===== src/rtl/can_mbx_pkg.sv =====
package can_mbx_pkg;

  typedef struct packed {
    logic [31:0] id;
    logic [3:0]  dlc;
    logic [63:0] data;
  } can_frame_t;

  // register word addresses
  localparam int unsigned REG_TX_CTL = 1;
  localparam int unsigned REG_TX_PTR = 2;
  localparam int unsigned REG_RX_CTL = 3;
  localparam int unsigned REG_RX_PTR = 4;
  localparam int unsigned REG_IRQ_EN = 5;
  localparam int unsigned REG_IRQ_ST = 6;

  // status / enable bit positions
  localparam int unsigned IRQ_TX_BIT = 3;
  localparam int unsigned IRQ_RX_BIT = 4;

  localparam logic [7:0] PTR_ADVANCE = 8'hFF;

endpackage


===== src/rtl/can_frame_queue.sv =====
module can_frame_queue
  import can_mbx_pkg::*;
#(
  parameter int unsigned DEPTH = 4
) (
  input  logic                         clk,
  input  logic                         rst_n,
  input  logic                         push,
  input  can_frame_t                   push_frame,
  input  logic                         pop,
  output can_frame_t                   head,
  output logic [$clog2(DEPTH+1)-1:0]   count,
  output logic                         empty,
  output logic                         full
);

  localparam int unsigned PTR_W = (DEPTH > 1) ? $clog2(DEPTH) : 1;
  localparam int unsigned CNT_W = $clog2(DEPTH + 1);

  can_frame_t       slot_q [DEPTH];
  logic [PTR_W-1:0] wr_ptr_q, wr_ptr_d;
  logic [PTR_W-1:0] rd_ptr_q, rd_ptr_d;
  logic [CNT_W-1:0] cnt_q, cnt_d;

  function automatic logic [PTR_W-1:0] ptr_inc(input logic [PTR_W-1:0] p);
    ptr_inc = (p == PTR_W'(DEPTH - 1)) ? '0 : p + PTR_W'(1);
  endfunction

  always_comb begin
    wr_ptr_d = wr_ptr_q;
    rd_ptr_d = rd_ptr_q;
    cnt_d    = cnt_q;
    if (push) wr_ptr_d = ptr_inc(wr_ptr_q);
    if (pop)  rd_ptr_d = ptr_inc(rd_ptr_q);
    case ({push, pop})
      2'b10:   cnt_d = cnt_q + CNT_W'(1);
      2'b01:   cnt_d = cnt_q - CNT_W'(1);
      default: cnt_d = cnt_q;
    endcase
  end

  always_ff @(posedge clk or negedge rst_n) begin
    if (!rst_n) begin
      wr_ptr_q <= '0;
      rd_ptr_q <= '0;
      cnt_q    <= '0;
    end else begin
      wr_ptr_q <= wr_ptr_d;
      rd_ptr_q <= rd_ptr_d;
      cnt_q    <= cnt_d;
    end
  end

  // storage: no reset, written only under push
  always_ff @(posedge clk) begin
    if (push) slot_q[wr_ptr_q] <= push_frame;
  end

  assign head  = slot_q[rd_ptr_q];
  assign count = cnt_q;
  assign empty = (cnt_q == '0);
  assign full  = (cnt_q == CNT_W'(DEPTH));


  no_overflow_chk: assert property (@(posedge clk) disable iff (!rst_n)
    push |-> (!full || pop));


  no_underflow_chk: assert property (@(posedge clk) disable iff (!rst_n)
    pop |-> !empty);


  count_rise_chk: assert property (@(posedge clk) disable iff (!rst_n)
    (push && !pop) |=> (count == $past(count) + CNT_W'(1)));


  count_fall_chk: assert property (@(posedge clk) disable iff (!rst_n)
    (pop && !push) |=> (count == $past(count) - CNT_W'(1)));

endmodule


===== src/rtl/can_irq_ctl.sv =====
module can_irq_ctl #(
  parameter int unsigned N_SRC = 2
) (
  input  logic             clk,
  input  logic             rst_n,
  input  logic [N_SRC-1:0] evt,
  input  logic             st_wr,
  input  logic             en_wr,
  input  logic [N_SRC-1:0] wbits,
  output logic [N_SRC-1:0] status,
  output logic [N_SRC-1:0] enable,
  output logic             irq
);

  logic [N_SRC-1:0] st_q, st_d;
  logic [N_SRC-1:0] en_q, en_d;

  for (genvar j = 0; j < N_SRC; j++) begin : g_src
    always_comb begin
      if (evt[j])                   st_d[j] = 1'b1;
      else if (st_wr && !wbits[j])  st_d[j] = 1'b0;
      else                          st_d[j] = st_q[j];
      en_d[j] = en_wr ? wbits[j] : en_q[j];
    end


    st_clear_chk: assert property (@(posedge clk) disable iff (!rst_n)
      (st_wr && !wbits[j] && !evt[j]) |=> !status[j]);


    st_hold_chk: assert property (@(posedge clk) disable iff (!rst_n)
      (!evt[j] && !status[j]) |=> !status[j]);
  end

  always_ff @(posedge clk or negedge rst_n) begin
    if (!rst_n) begin
      st_q <= '0;
      en_q <= '0;
    end else begin
      st_q <= st_d;
      en_q <= en_d;
    end
  end

  assign status = st_q;
  assign enable = en_q;
  assign irq    = |(st_q & en_q);


  irq_gate_chk: assert property (@(posedge clk) disable iff (!rst_n)
    (enable == '0) |-> !irq);

endmodule


===== src/rtl/can_mbx_window.sv =====
module can_mbx_window
  import can_mbx_pkg::*;
#(
  parameter int unsigned DEPTH       = 4,
  parameter int unsigned ADDR_W      = 8,
  parameter int unsigned TX_WIN_SLOT = 56,
  parameter int unsigned RX_WIN_SLOT = 60
) (
  input  logic        clk,
  input  logic        rst_n,
  input  logic [7:0]  bus_addr,
  input  logic        bus_wr,
  input  logic [31:0] bus_wdata,
  output logic [31:0] bus_rdata,
  output logic        tx_valid,
  output logic [31:0] tx_id,
  output logic [3:0]  tx_dlc,
  output logic [63:0] tx_data,
  input  logic        tx_done,
  input  logic        rx_valid,
  input  logic [31:0] rx_id,
  input  logic [3:0]  rx_dlc,
  input  logic [63:0] rx_data,
  output logic        rx_overrun,
  output logic        irq
);

  localparam int unsigned CNT_W   = $clog2(DEPTH + 1);
  localparam int unsigned WIN_W   = 4;
  localparam int unsigned TX_BASE = TX_WIN_SLOT * WIN_W;
  localparam int unsigned RX_BASE = RX_WIN_SLOT * WIN_W;
  localparam int unsigned A_W     = (ADDR_W < 8) ? ADDR_W : 8;

  // ---------------- reset: async assert, sync release
  logic [1:0] rst_sync_q;
  logic       rst_int_n;

  always_ff @(posedge clk or negedge rst_n) begin
    if (!rst_n) rst_sync_q <= 2'b00;
    else        rst_sync_q <= {rst_sync_q[0], 1'b1};
  end
  assign rst_int_n = rst_sync_q[1];

  // ---------------- address decode
  logic [A_W-1:0] addr;
  assign addr = bus_addr[A_W-1:0];

  function automatic logic hit(input logic [A_W-1:0] a, input int unsigned r);
    hit = (a == A_W'(r));
  endfunction

  logic wr_txctl, wr_txptr, wr_rxctl, wr_rxptr, wr_ien, wr_ist;
  logic [WIN_W-1:0] wr_txwin;
  logic ptr_code;

  assign ptr_code = (bus_wdata[7:0] == PTR_ADVANCE);
  assign wr_txctl = bus_wr && hit(addr, REG_TX_CTL);
  assign wr_txptr = bus_wr && hit(addr, REG_TX_PTR);
  assign wr_rxctl = bus_wr && hit(addr, REG_RX_CTL);
  assign wr_rxptr = bus_wr && hit(addr, REG_RX_PTR);
  assign wr_ien   = bus_wr && hit(addr, REG_IRQ_EN);
  assign wr_ist   = bus_wr && hit(addr, REG_IRQ_ST);

  for (genvar w = 0; w < WIN_W; w++) begin : g_txwin_dec
    assign wr_txwin[w] = bus_wr && hit(addr, TX_BASE + w);
  end

  // ---------------- enables and staging window
  logic       txe_q, txe_d, rxe_q, rxe_d;
  can_frame_t stage_q, stage_d;
  logic       stage_en;

  always_comb begin
    txe_d    = wr_txctl ? bus_wdata[0] : txe_q;
    rxe_d    = wr_rxctl ? bus_wdata[0] : rxe_q;
    stage_d  = stage_q;
    stage_en = |wr_txwin;
    if (wr_txwin[0]) stage_d.id          = bus_wdata;
    if (wr_txwin[1]) stage_d.dlc         = bus_wdata[3:0];
    if (wr_txwin[2]) stage_d.data[31:0]  = bus_wdata;
    if (wr_txwin[3]) stage_d.data[63:32] = bus_wdata;
  end

  always_ff @(posedge clk or negedge rst_int_n) begin
    if (!rst_int_n) begin
      txe_q <= 1'b0;
      rxe_q <= 1'b0;
    end else begin
      txe_q <= txe_d;
      rxe_q <= rxe_d;
    end
  end

  always_ff @(posedge clk or negedge rst_int_n) begin
    if (!rst_int_n)    stage_q <= '0;
    else if (stage_en) stage_q <= stage_d;
  end

  // ---------------- transmit queue
  can_frame_t       tx_head;
  logic [CNT_W-1:0] tx_count;
  logic             tx_empty, tx_full, tx_push, tx_pop;

  assign tx_push  = wr_txptr && ptr_code && txe_q && !tx_full;
  assign tx_valid = txe_q && !tx_empty;
  assign tx_pop   = tx_valid && tx_done;

  can_frame_queue #(.DEPTH(DEPTH)) u_txq (
    .clk        (clk),
    .rst_n      (rst_int_n),
    .push       (tx_push),
    .push_frame (stage_q),
    .pop        (tx_pop),
    .head       (tx_head),
    .count      (tx_count),
    .empty      (tx_empty),
    .full       (tx_full)
  );

  assign tx_id   = tx_head.id;
  assign tx_dlc  = tx_head.dlc;
  assign tx_data = tx_head.data;

  // ---------------- receive queue
  can_frame_t       rx_in, rx_head;
  logic [CNT_W-1:0] rx_count;
  logic             rx_empty, rx_full, rx_push, rx_pop;

  assign rx_in      = '{id: rx_id, dlc: rx_dlc, data: rx_data};
  assign rx_push    = rx_valid && rxe_q && !rx_full;
  assign rx_overrun = rx_valid && rxe_q && rx_full;
  assign rx_pop     = wr_rxptr && ptr_code && !rx_empty;

  can_frame_queue #(.DEPTH(DEPTH)) u_rxq (
    .clk        (clk),
    .rst_n      (rst_int_n),
    .push       (rx_push),
    .push_frame (rx_in),
    .pop        (rx_pop),
    .head       (rx_head),
    .count      (rx_count),
    .empty      (rx_empty),
    .full       (rx_full)
  );

  // ---------------- interrupts: index 0 = transmit, 1 = receive
  logic [1:0] irq_st, irq_en;

  can_irq_ctl #(.N_SRC(2)) u_irq (
    .clk    (clk),
    .rst_n  (rst_int_n),
    .evt    ({rx_push, tx_pop}),
    .st_wr  (wr_ist),
    .en_wr  (wr_ien),
    .wbits  ({bus_wdata[IRQ_RX_BIT], bus_wdata[IRQ_TX_BIT]}),
    .status (irq_st),
    .enable (irq_en),
    .irq    (irq)
  );

  // ---------------- read mux
  always_comb begin
    bus_rdata = '0;
    if (hit(addr, REG_TX_CTL)) begin
      bus_rdata[0]       = txe_q;
      bus_rdata[CNT_W:1] = tx_count;
    end else if (hit(addr, REG_RX_CTL)) begin
      bus_rdata[0] = rxe_q;
      bus_rdata[7] = rx_empty;
    end else if (hit(addr, REG_IRQ_EN)) begin
      bus_rdata[IRQ_TX_BIT] = irq_en[0];
      bus_rdata[IRQ_RX_BIT] = irq_en[1];
    end else if (hit(addr, REG_IRQ_ST)) begin
      bus_rdata[IRQ_TX_BIT] = irq_st[0];
      bus_rdata[IRQ_RX_BIT] = irq_st[1];
    end else if (hit(addr, TX_BASE + 0)) bus_rdata = stage_q.id;
    else if (hit(addr, TX_BASE + 1))     bus_rdata = {28'd0, stage_q.dlc};
    else if (hit(addr, TX_BASE + 2))     bus_rdata = stage_q.data[31:0];
    else if (hit(addr, TX_BASE + 3))     bus_rdata = stage_q.data[63:32];
    else if (!rx_empty) begin
      if      (hit(addr, RX_BASE + 0)) bus_rdata = rx_head.id;
      else if (hit(addr, RX_BASE + 1)) bus_rdata = {28'd0, rx_head.dlc};
      else if (hit(addr, RX_BASE + 2)) bus_rdata = rx_head.data[31:0];
      else if (hit(addr, RX_BASE + 3)) bus_rdata = rx_head.data[63:32];
    end
  end


  tx_event_chk: assert property (@(posedge clk) disable iff (!rst_int_n)
    (tx_valid && tx_done) |=> irq_st[0]);


  rx_event_chk: assert property (@(posedge clk) disable iff (!rst_int_n)
    rx_push |=> (irq_st[1] && !rx_empty));


  overrun_keep_chk: assert property (@(posedge clk) disable iff (!rst_int_n)
    (rx_overrun && !rx_pop) |=> $stable(rx_count));


  rx_off_chk: assert property (@(posedge clk) disable iff (!rst_int_n)
    !rxe_q |-> !rx_overrun);


  tx_off_chk: assert property (@(posedge clk) disable iff (!rst_int_n)
    (!txe_q && !tx_done) |=> $stable(tx_count));

endmodule


===== config.mk =====
export PLATFORM = sky130hd
export DESIGN_NAME = can_mbx_window
export DESIGN_NICKNAME = d
export VERILOG_FILES = /design/src/rtl/can_mbx_pkg.sv /design/src/rtl/can_frame_queue.sv /design/src/rtl/can_irq_ctl.sv /design/src/rtl/can_mbx_window.sv
export SDC_FILE = /design/constraint.sdc
export NUM_CORES = 1
export LEC_CHECK = 0
export BUFFER_PORTS_ARGS = -buffer_cell sky130_fd_sc_hd__clkbuf_2
export CORE_MARGIN = 2
export CORE_UTILIZATION = 40
export DETAILED_ROUTE_END_ITERATION = 6
export GPL_ROUTABILITY_DRIVEN = 1
export PLACE_DENSITY_LB_ADDON = 0.12
export SETUP_SLACK_MARGIN = 0.05
export SLEW_MARGIN = 5
export SYNTH_ARGS = -nofsm -noshare
export SYNTH_HDL_FRONTEND = slang
export SYNTH_SLANG_ARGS = --single-unit

===== constraint.sdc =====
create_clock -name clk -period 4 [get_ports clk]
set_input_delay 0.8 -clock clk [delete_from_list [all_inputs] [get_ports clk]]
set_output_delay 0.8 -clock clk [all_outputs]
set_load 0.05 [all_outputs]

Word-level counts from Yosys, hierarchy flattened --
Memory sizes are Yosys's and may differ from the RTL's. Index checks and enable logic that the tools add are counted.
Cells by class: add/subtract/negate cells 8, equality and inequality tests 25, multiplexer cells 35, bitwise logic cells 1, reductions and logical operators 40
Operators with widths (count):
- 32-bit 2-to-1 mux | 9
- 8-bit == test (second input constant) | 9
- 27-bit 2-to-1 mux | 2
- 28-bit 2-to-1 mux | 1
- 8-bit by 3-bit == test with 1-bit output (second input constant) | 3
- 24-bit 2-to-1 mux | 1
- 1-bit logical AND | 22
- 8-bit by 2-bit == test with 1-bit output (second input constant) | 2
- 2-bit == test (second input constant) | 6
- 2-bit 2-to-1 mux | 6
- 3-bit case mux with 2 select lines | 2
- 1-bit 2-to-1 mux | 10
- 2-bit by 1-bit adder with 2-bit output (second input constant) | 4
- 8-bit by 1-bit == test with 1-bit output (second input constant) | 1
- 2-bit AND reduction | 4
- 2-bit nonzero test | 4
- 3-bit by 1-bit adder with 3-bit output (second input constant) | 2
- 3-bit == test (second input constant) | 2
- 1-bit logical NOT | 6
- 3-bit logical NOT | 2
- 3-bit 2-to-1 mux | 2
- 6-bit 2-to-1 mux | 1
- 3-bit by 1-bit subtractor with 3-bit output (second input constant) | 2
- 2-bit by 1-bit == test with 1-bit output (second input constant) | 2
- other kinds (4) | 4
Storage, ports and cells: flip-flop bits (word level) 122, bits in writable memories 800, input port bits 145, output and inout port bits 135, logic and storage cells 127, memories 2
Memory list:
- u_rxq.slot_q | depth 4, bits a word 100, rd ports 1, clocked after Yosys merged registers in 0, write ports 1, RTL line can_frame_queue.sv:20 | can_frame_t slot_q [DEPTH];
- u_txq.slot_q | depth 4, bits a word 100, rd ports 1, clocked after Yosys merged registers in 0, write ports 1, RTL line can_frame_queue.sv:20

Longest topological paths before layout --
depth after elaboration 14, gate-level depth with buffers 11

Cells and area by module --
Synthesis repeated with hierarchy kept, for this count alone.
Second synthesis, totals: cells, all modules 1717, area total of the unflattened synthesis 35895.7 um^2
Modules (own cells, without submodules):
- can_frame_queue | instances 2, cells an instance 560, area an instance 14849.2 um^2, seq. area each 12186.7 um^2
- can_mbx_window | instances 1, cells an instance 586, area an instance 6030.8 um^2, seq. area each 2602.5 um^2
- can_irq_ctl | instances 1, cells an instance 11, area an instance 166.4 um^2, seq. area each 100.1 um^2

Least setup slack after synthesis --
Ideal clock, no wire load.
path kind input -> register, start input bus_addr[4], end memory u_txq.slot_q[0][0] in the netlist's numbering, enable pin, data arrival time 4.089 ns, required time 3.530 ns, slack -0.559 ns, cell stages on the path 4, cells stage by stage nor4_4 > nand3_1 > a311oi_4 > and2_1
On the way: word-level cells in the longest chain between the ends 7
RTL lines:
- start, declared | RTL line can_mbx_window.sv:11 | input logic [7:0] bus_addr,
- 8-bit by 2-bit == test with 1-bit output | RTL line can_mbx_window.sv:49 | hit = (a == A_W'(r));
- 1-bit logical AND | RTL line can_mbx_window.sv:58 | assign wr_txptr = bus_wr && hit(addr, REG_TX_PTR);
- 1-bit logical AND (3 in a row) | RTL line can_mbx_window.sv:104 | assign tx_push = wr_txptr && ptr_code && txe_q && !tx_full;
- 1-bit 2-to-1 mux | RTL line can_frame_queue.sv:56 | if (push) slot_q[wr_ptr_q] <= push_frame;
- 1-bit 2-to-1 mux (implied by the code) | RTL line can_frame_queue.sv:56
- end, declared | RTL line can_frame_queue.sv:20
Every way passes these cells.

Worst setup path in the final report --
start register u_rxq.rd_ptr_q[0], end output bus_rdata[0]
On the way: word-level cells in the longest chain between the ends 14
RTL lines:
- start, declared | RTL line can_frame_queue.sv:22 | logic [PTR_W-1:0] rd_ptr_q, rd_ptr_d;
- start signal, assigned | RTL line can_frame_queue.sv:49 | rd_ptr_q <= rd_ptr_d;
- memory 4 x 100 bit (*)
- 32-bit 2-to-1 mux | RTL line can_mbx_window.sv:184 | else if (hit(addr, RX_BASE + 3)) bus_rdata = rx_head.data[63:32];
- 32-bit 2-to-1 mux | RTL line can_mbx_window.sv:183 | else if (hit(addr, RX_BASE + 2)) bus_rdata = rx_head.data[31:0];
- 32-bit 2-to-1 mux | RTL line can_mbx_window.sv:182 | else if (hit(addr, RX_BASE + 1)) bus_rdata = {28'd0, rx_head.dlc};
- 32-bit 2-to-1 mux (*) | RTL line can_mbx_window.sv:181 | if (hit(addr, RX_BASE + 0)) bus_rdata = rx_head.id;
- 32-bit 2-to-1 mux (*) | RTL line can_mbx_window.sv:180 | else if (!rx_empty) begin
- 32-bit 2-to-1 mux (*) | RTL line can_mbx_window.sv:179 | else if (hit(addr, TX_BASE + 3)) bus_rdata = stage_q.data[63:32];
- 32-bit 2-to-1 mux (*) | RTL line can_mbx_window.sv:178 | else if (hit(addr, TX_BASE + 2)) bus_rdata = stage_q.data[31:0];
- 32-bit 2-to-1 mux (*) | RTL line can_mbx_window.sv:177 | else if (hit(addr, TX_BASE + 1)) bus_rdata = {28'd0, stage_q.dlc};
- 32-bit 2-to-1 mux (*) | RTL line can_mbx_window.sv:176 | end else if (hit(addr, TX_BASE + 0)) bus_rdata = stage_q.id;
- 3-bit 2-to-1 mux (*) | RTL line can_mbx_window.sv:173 | end else if (hit(addr, REG_IRQ_ST)) begin
- 3-bit 2-to-1 mux (*) | RTL line can_mbx_window.sv:170 | end else if (hit(addr, REG_IRQ_EN)) begin
- 1-bit 2-to-1 mux (*) | RTL line can_mbx_window.sv:167 | end else if (hit(addr, REG_RX_CTL)) begin
- 4-bit 2-to-1 mux (*) | RTL line can_mbx_window.sv:164 | if (hit(addr, REG_TX_CTL)) begin
- end, declared | RTL line can_mbx_window.sv:14 | output logic [31:0] bus_rdata,
Every way passes the cells marked *; elsewhere a longest branch is shown, timed or not.

==> summary.md <==
| Metric | Value |
|---|---|
| Clock Latency Late Sink | 0.64 ns |
| Vias per inst | 5.35 |
| RSZ-0062 raised after global routing | no |
| Fmax | 0.263 GHz |
| CTS tree | yes |
| Synthesis-to-layout area growth | 19.4% |
| Root buffer cell | clkbuf_16 |
| Drc violations | 0 |
| Syn Inst Count | 1693 |
| Top cell type's share of synthesized area | between 60% and 70% |
| Slew margin rel. | between 40% and 50% |
| Die width | between 300 and 400 µm |
| Worst hold path type | reg2reg |
| Worst slew pin tran | ~0.76 ns |
| Crit-path most repeated cell | buf_12 |
| Critical path, cell by cell | buf_12, mux4_2, o22a_1, o211ai_1, a221o_1, a21oi_1, buf_12 |
| Ys flop type | edfxtp_1 |
| Buffers & Inverters on Critical Path | 2 |
| TNS Setup | 0 ns |
| Pwr Density | ~550 nW/µm² |
| Overflow after GRT | 0 |
| Leakage | approximately 15 nW |
| Crit end category | output pin |
| Finish-stage setup viols | 0 |
| Ranking of synthesized cells by area | edfxtp_1 67%, mux4_2 12%, dfrtp_1 8.6% |
| Pre-antenna DRT Iters | 5 |
| Worst Hold Depth | 0 |
| Fill count | between 7000 and 8000 |
| Synth top cells by count | 800 x edfxtp_1, 198 x mux4_2, 122 x dfrtp_1, 90 x mux2_2, 84 x nand2_1 |
| DRT iter0 DRCs | about 1400 |
| Sink Count | roughly 920 |
| Reg2reg setup slack | ~1.5 ns |
| Synth warn | 0 |
| Yosys reg bits | ~920 |
| Syn_nets | ~1900 |
| CP startpoint | u_rxq.rd_ptr_q[0] |
| Total CTS buffers | 97 |
| Critical Path Max Stage Delay | roughly 0.63 ns |
| IO buf count | 279 |
| CTS max path bufs | 3 |
| Critical path peak fanout | 16 |
| Synth Cell Area | approximately 36000 µm² |
| Max Cap Viol | 0 |
| HP Start | rst_sync_q[0] |
| Crit path required time | about 3.2 ns |
| Arr. time, crit path | around 3.0 ns |
| I/O pins | 280 |
| Final min period | about 3.8 ns |
| Post-Route WL | around 86 mm |
| Cell with the most instances after synthesis | edfxtp_1 |
| Syn_area_per_cell | approximately 21 µm² |
| Final Hold Vio Count | 0 |
| Post-synth cell types | around 60 |
| Final number of max-transition violations | 0 |
| Post-DR wirelength/cell | approximately 26 µm |
| Share of cells above drive strength 1 | between 30% and 40% |
| Cell taking the most area after synthesis | edfxtp_1 |
| Die Y | around 300 µm |
| Worst-case reg-to-reg path depth | 11 |
| Crit Reg-Reg Endpoint | u_rxq.count[2] |
| CP top delay family | compound AO/OA/AOI/OAI gates |
| EDFF count, synth | 800 |
| Worst Path Class, Setup | reg2out |
| Period utilisation layout | around 95% |
| Number of global-route vias before repair | between 15000 and 20000 |
| Total power | around 24 mW |
| First-pass GRT wire length | between 100 and 150 mm |
| Async S/R FF share, synth | 13.2% |
| Initial Util | roughly two fifths |
| Largest net degree at the start of global routing | between 80 and 90 |
| Final nets | about 2200 |
| # resized after CTS | 0 |
| VDD IR max | between 0.0003 and 0.0004 V |
| Antenna violations before repair | 18 |
| Std-Cell Rows | approximately 110 |
| Die area | approximately 92000 µm² |
| Core region area | roughly 88000 µm² |
| Clock skew | 0.0331 ns |
| Total global-route track usage | 19.0% |
| Register area share after synthesis | around three quarters |
| Status | finished clean |
| Post-DRT Antenna Nets | 0 |
| Vias | 17600 |
| H-tree lvl count | 3 |
| Clk slew on worst S/H paths | 0.06 ns |
| Worst R2R Start | u_rxq.count[2] |
| Slowest CP cell | dfrtp_4 |
| WHS Endpoint | rst_sync_q[1] |
| Post-DP HPWL | 54.7 mm |
| Placer Congestion | around 0.86 |
| Crit start category | flop |
[power breakdown]
| group | switching, mW | internal (mW) |
|---|---|---|
| registers | 0.271 | 10.6 |
| logic | 2.43 | 1.16 |
| clock network | 3.59 | 5.46 |
| total | 6.29 | 17.2 |
[sequential cells by signal, summed over array words and instances (netlist names)]
name and count:
rst_sync_q 2, rxe_q 1, stage_q 100, txe_q 1, u_irq.enable 2, u_irq.status 2
u_rxq.count 3, u_rxq.rd_ptr_q 2, u_rxq.slot_q 400, u_rxq.wr_ptr_q 2, u_txq.count 3, u_txq.rd_ptr_q 2
u_txq.slot_q 400, u_txq.wr_ptr_q 2
[metrics by stage]
step | std cells | setup WS (ns) | area [µm²] | utilization (%) | hold WS (ns)
floorplan | 1693 | 0.315 | 35700 | - | 0.331
global placement | 3106 | 0.390 | 39300 | 44.5 | 0.341
detailed placement | 3106 | 0.361 | 39300 | 44.5 | 0.339
global route | 3291 | 0.0550 | 42600 | 48.2 | 0.344
CTS | 3287 | 0.121 | 42600 | 48.2 | 0.326
finish | 3293 | 0.195 | 42600 | 48.2 | 0.361
[layout by cell type, fill, tap and decap left out, types with 3 or more instances in the layout]
| cell type | n |
|---|---|
| mux4_2 | 198 |
| a21oi_1 | 10 |
| buf_12 | 54 |
| clkbuf_1 | 18 |
| nor3_1 | 5 |
| a31oi_1 | 5 |
| a22oi_1 | 26 |
| nand4_1 | 7 |
| o211ai_1 | 3 |
| clkbuf_2 | 248 |
| and3_1 | 3 |
| nor2b_1 | 5 |
| and2_1 | 3 |
| a21o_1 | 3 |
| xnor2_1 | 3 |
| edfxtp_1 | 800 |
| nand3_1 | 31 |
| o22ai_1 | 4 |
| mux2_1 | 32 |
| bufinv_16 | 14 |
| buf_4 | 38 |
| nor2_1 | 14 |
| xor2_1 | 4 |
| o21ai_0 | 41 |
| diode_2 | 6 |
| dfrtp_1 | 117 |
| clkinv_1 | 16 |
| clkinv_2 | 16 |
| clkbuf_16 | 99 |
| nand2_1 | 84 |
| and2_4 | 8 |
| inv_1 | 16 |
| ha_1 | 12 |
| clkinvlp_4 | 6 |
| dfrtp_4 | 5 |
| mux2_2 | 90 |
| mux2i_1 | 34 |
[logic make-up (layout without fill, tap and decap cells)]
| family | count (synthesis) | after routing | synth area share (%) |
|---|---|---|---|
| AOI/OAI and AO/OA | 110 | 110 | 2.02 |
| other | 1 | 7 | 0.0105 |
| muxes | 356 | 356 | 17.4 |
| and+or+nand+nor | 179 | 179 | 2.53 |
| adders and majority gates | 14 | 14 | 0.533 |
| xor gates and xnor gates | 7 | 7 | 0.172 |
| DFF | 922 | 922 | 75.9 |
| buffers and inverters | 104 | 533 | 1.42 |
[what timing repair did]
action | CTS | global route
buffers inserted | 5 | 0
endpoints found under the setup margin | 24 | 0
hold buffers | 1 | 0
endpoints found under the hold margin | 2 | 0
[routing by layer]
layer	global-route usage, %	up-vias	share of wire [%]
met5	0	-	0.22
met4	4.74	28	2.0
met3	4.73	140	5.9
met2	29.6	436	47
met1	27.0	9336	45
li1	-	7677	-
[how the worst max path moves through the flow]
| stage | to | slack, ns | cells past startpoint |
|---|---|---|---|
| 3_5_place_dp | bus_rdata[13] | 0.36 | 7 |
| 4_1_cts | bus_rdata[6] | 0.12 | 7 |
| 6_report | bus_rdata[0] | 0.20 | 7 |
| 5_1_grt | bus_rdata[9] | 0.06 | 5 |
| 3_3_place_gp | bus_rdata[10] | 0.39 | 7 |
| 2_1_floorplan | bus_rdata[13] | 0.31 | 6 |
[layout make-up]
cell class	count	area, µm²	share of cell area [%]
multi-input combinational	667	8140	19.1
timing repair buffer	341	2620	6.14
antenna	6	15.0	0.0352
clock inverter	56	661	1.55
clock buffer	119	2570	6.04
inverter	17	63.8	0.150
tap	1165	1460	3.42
sequential	922	27100	63.6
Power figures use the tool's default switching activity.
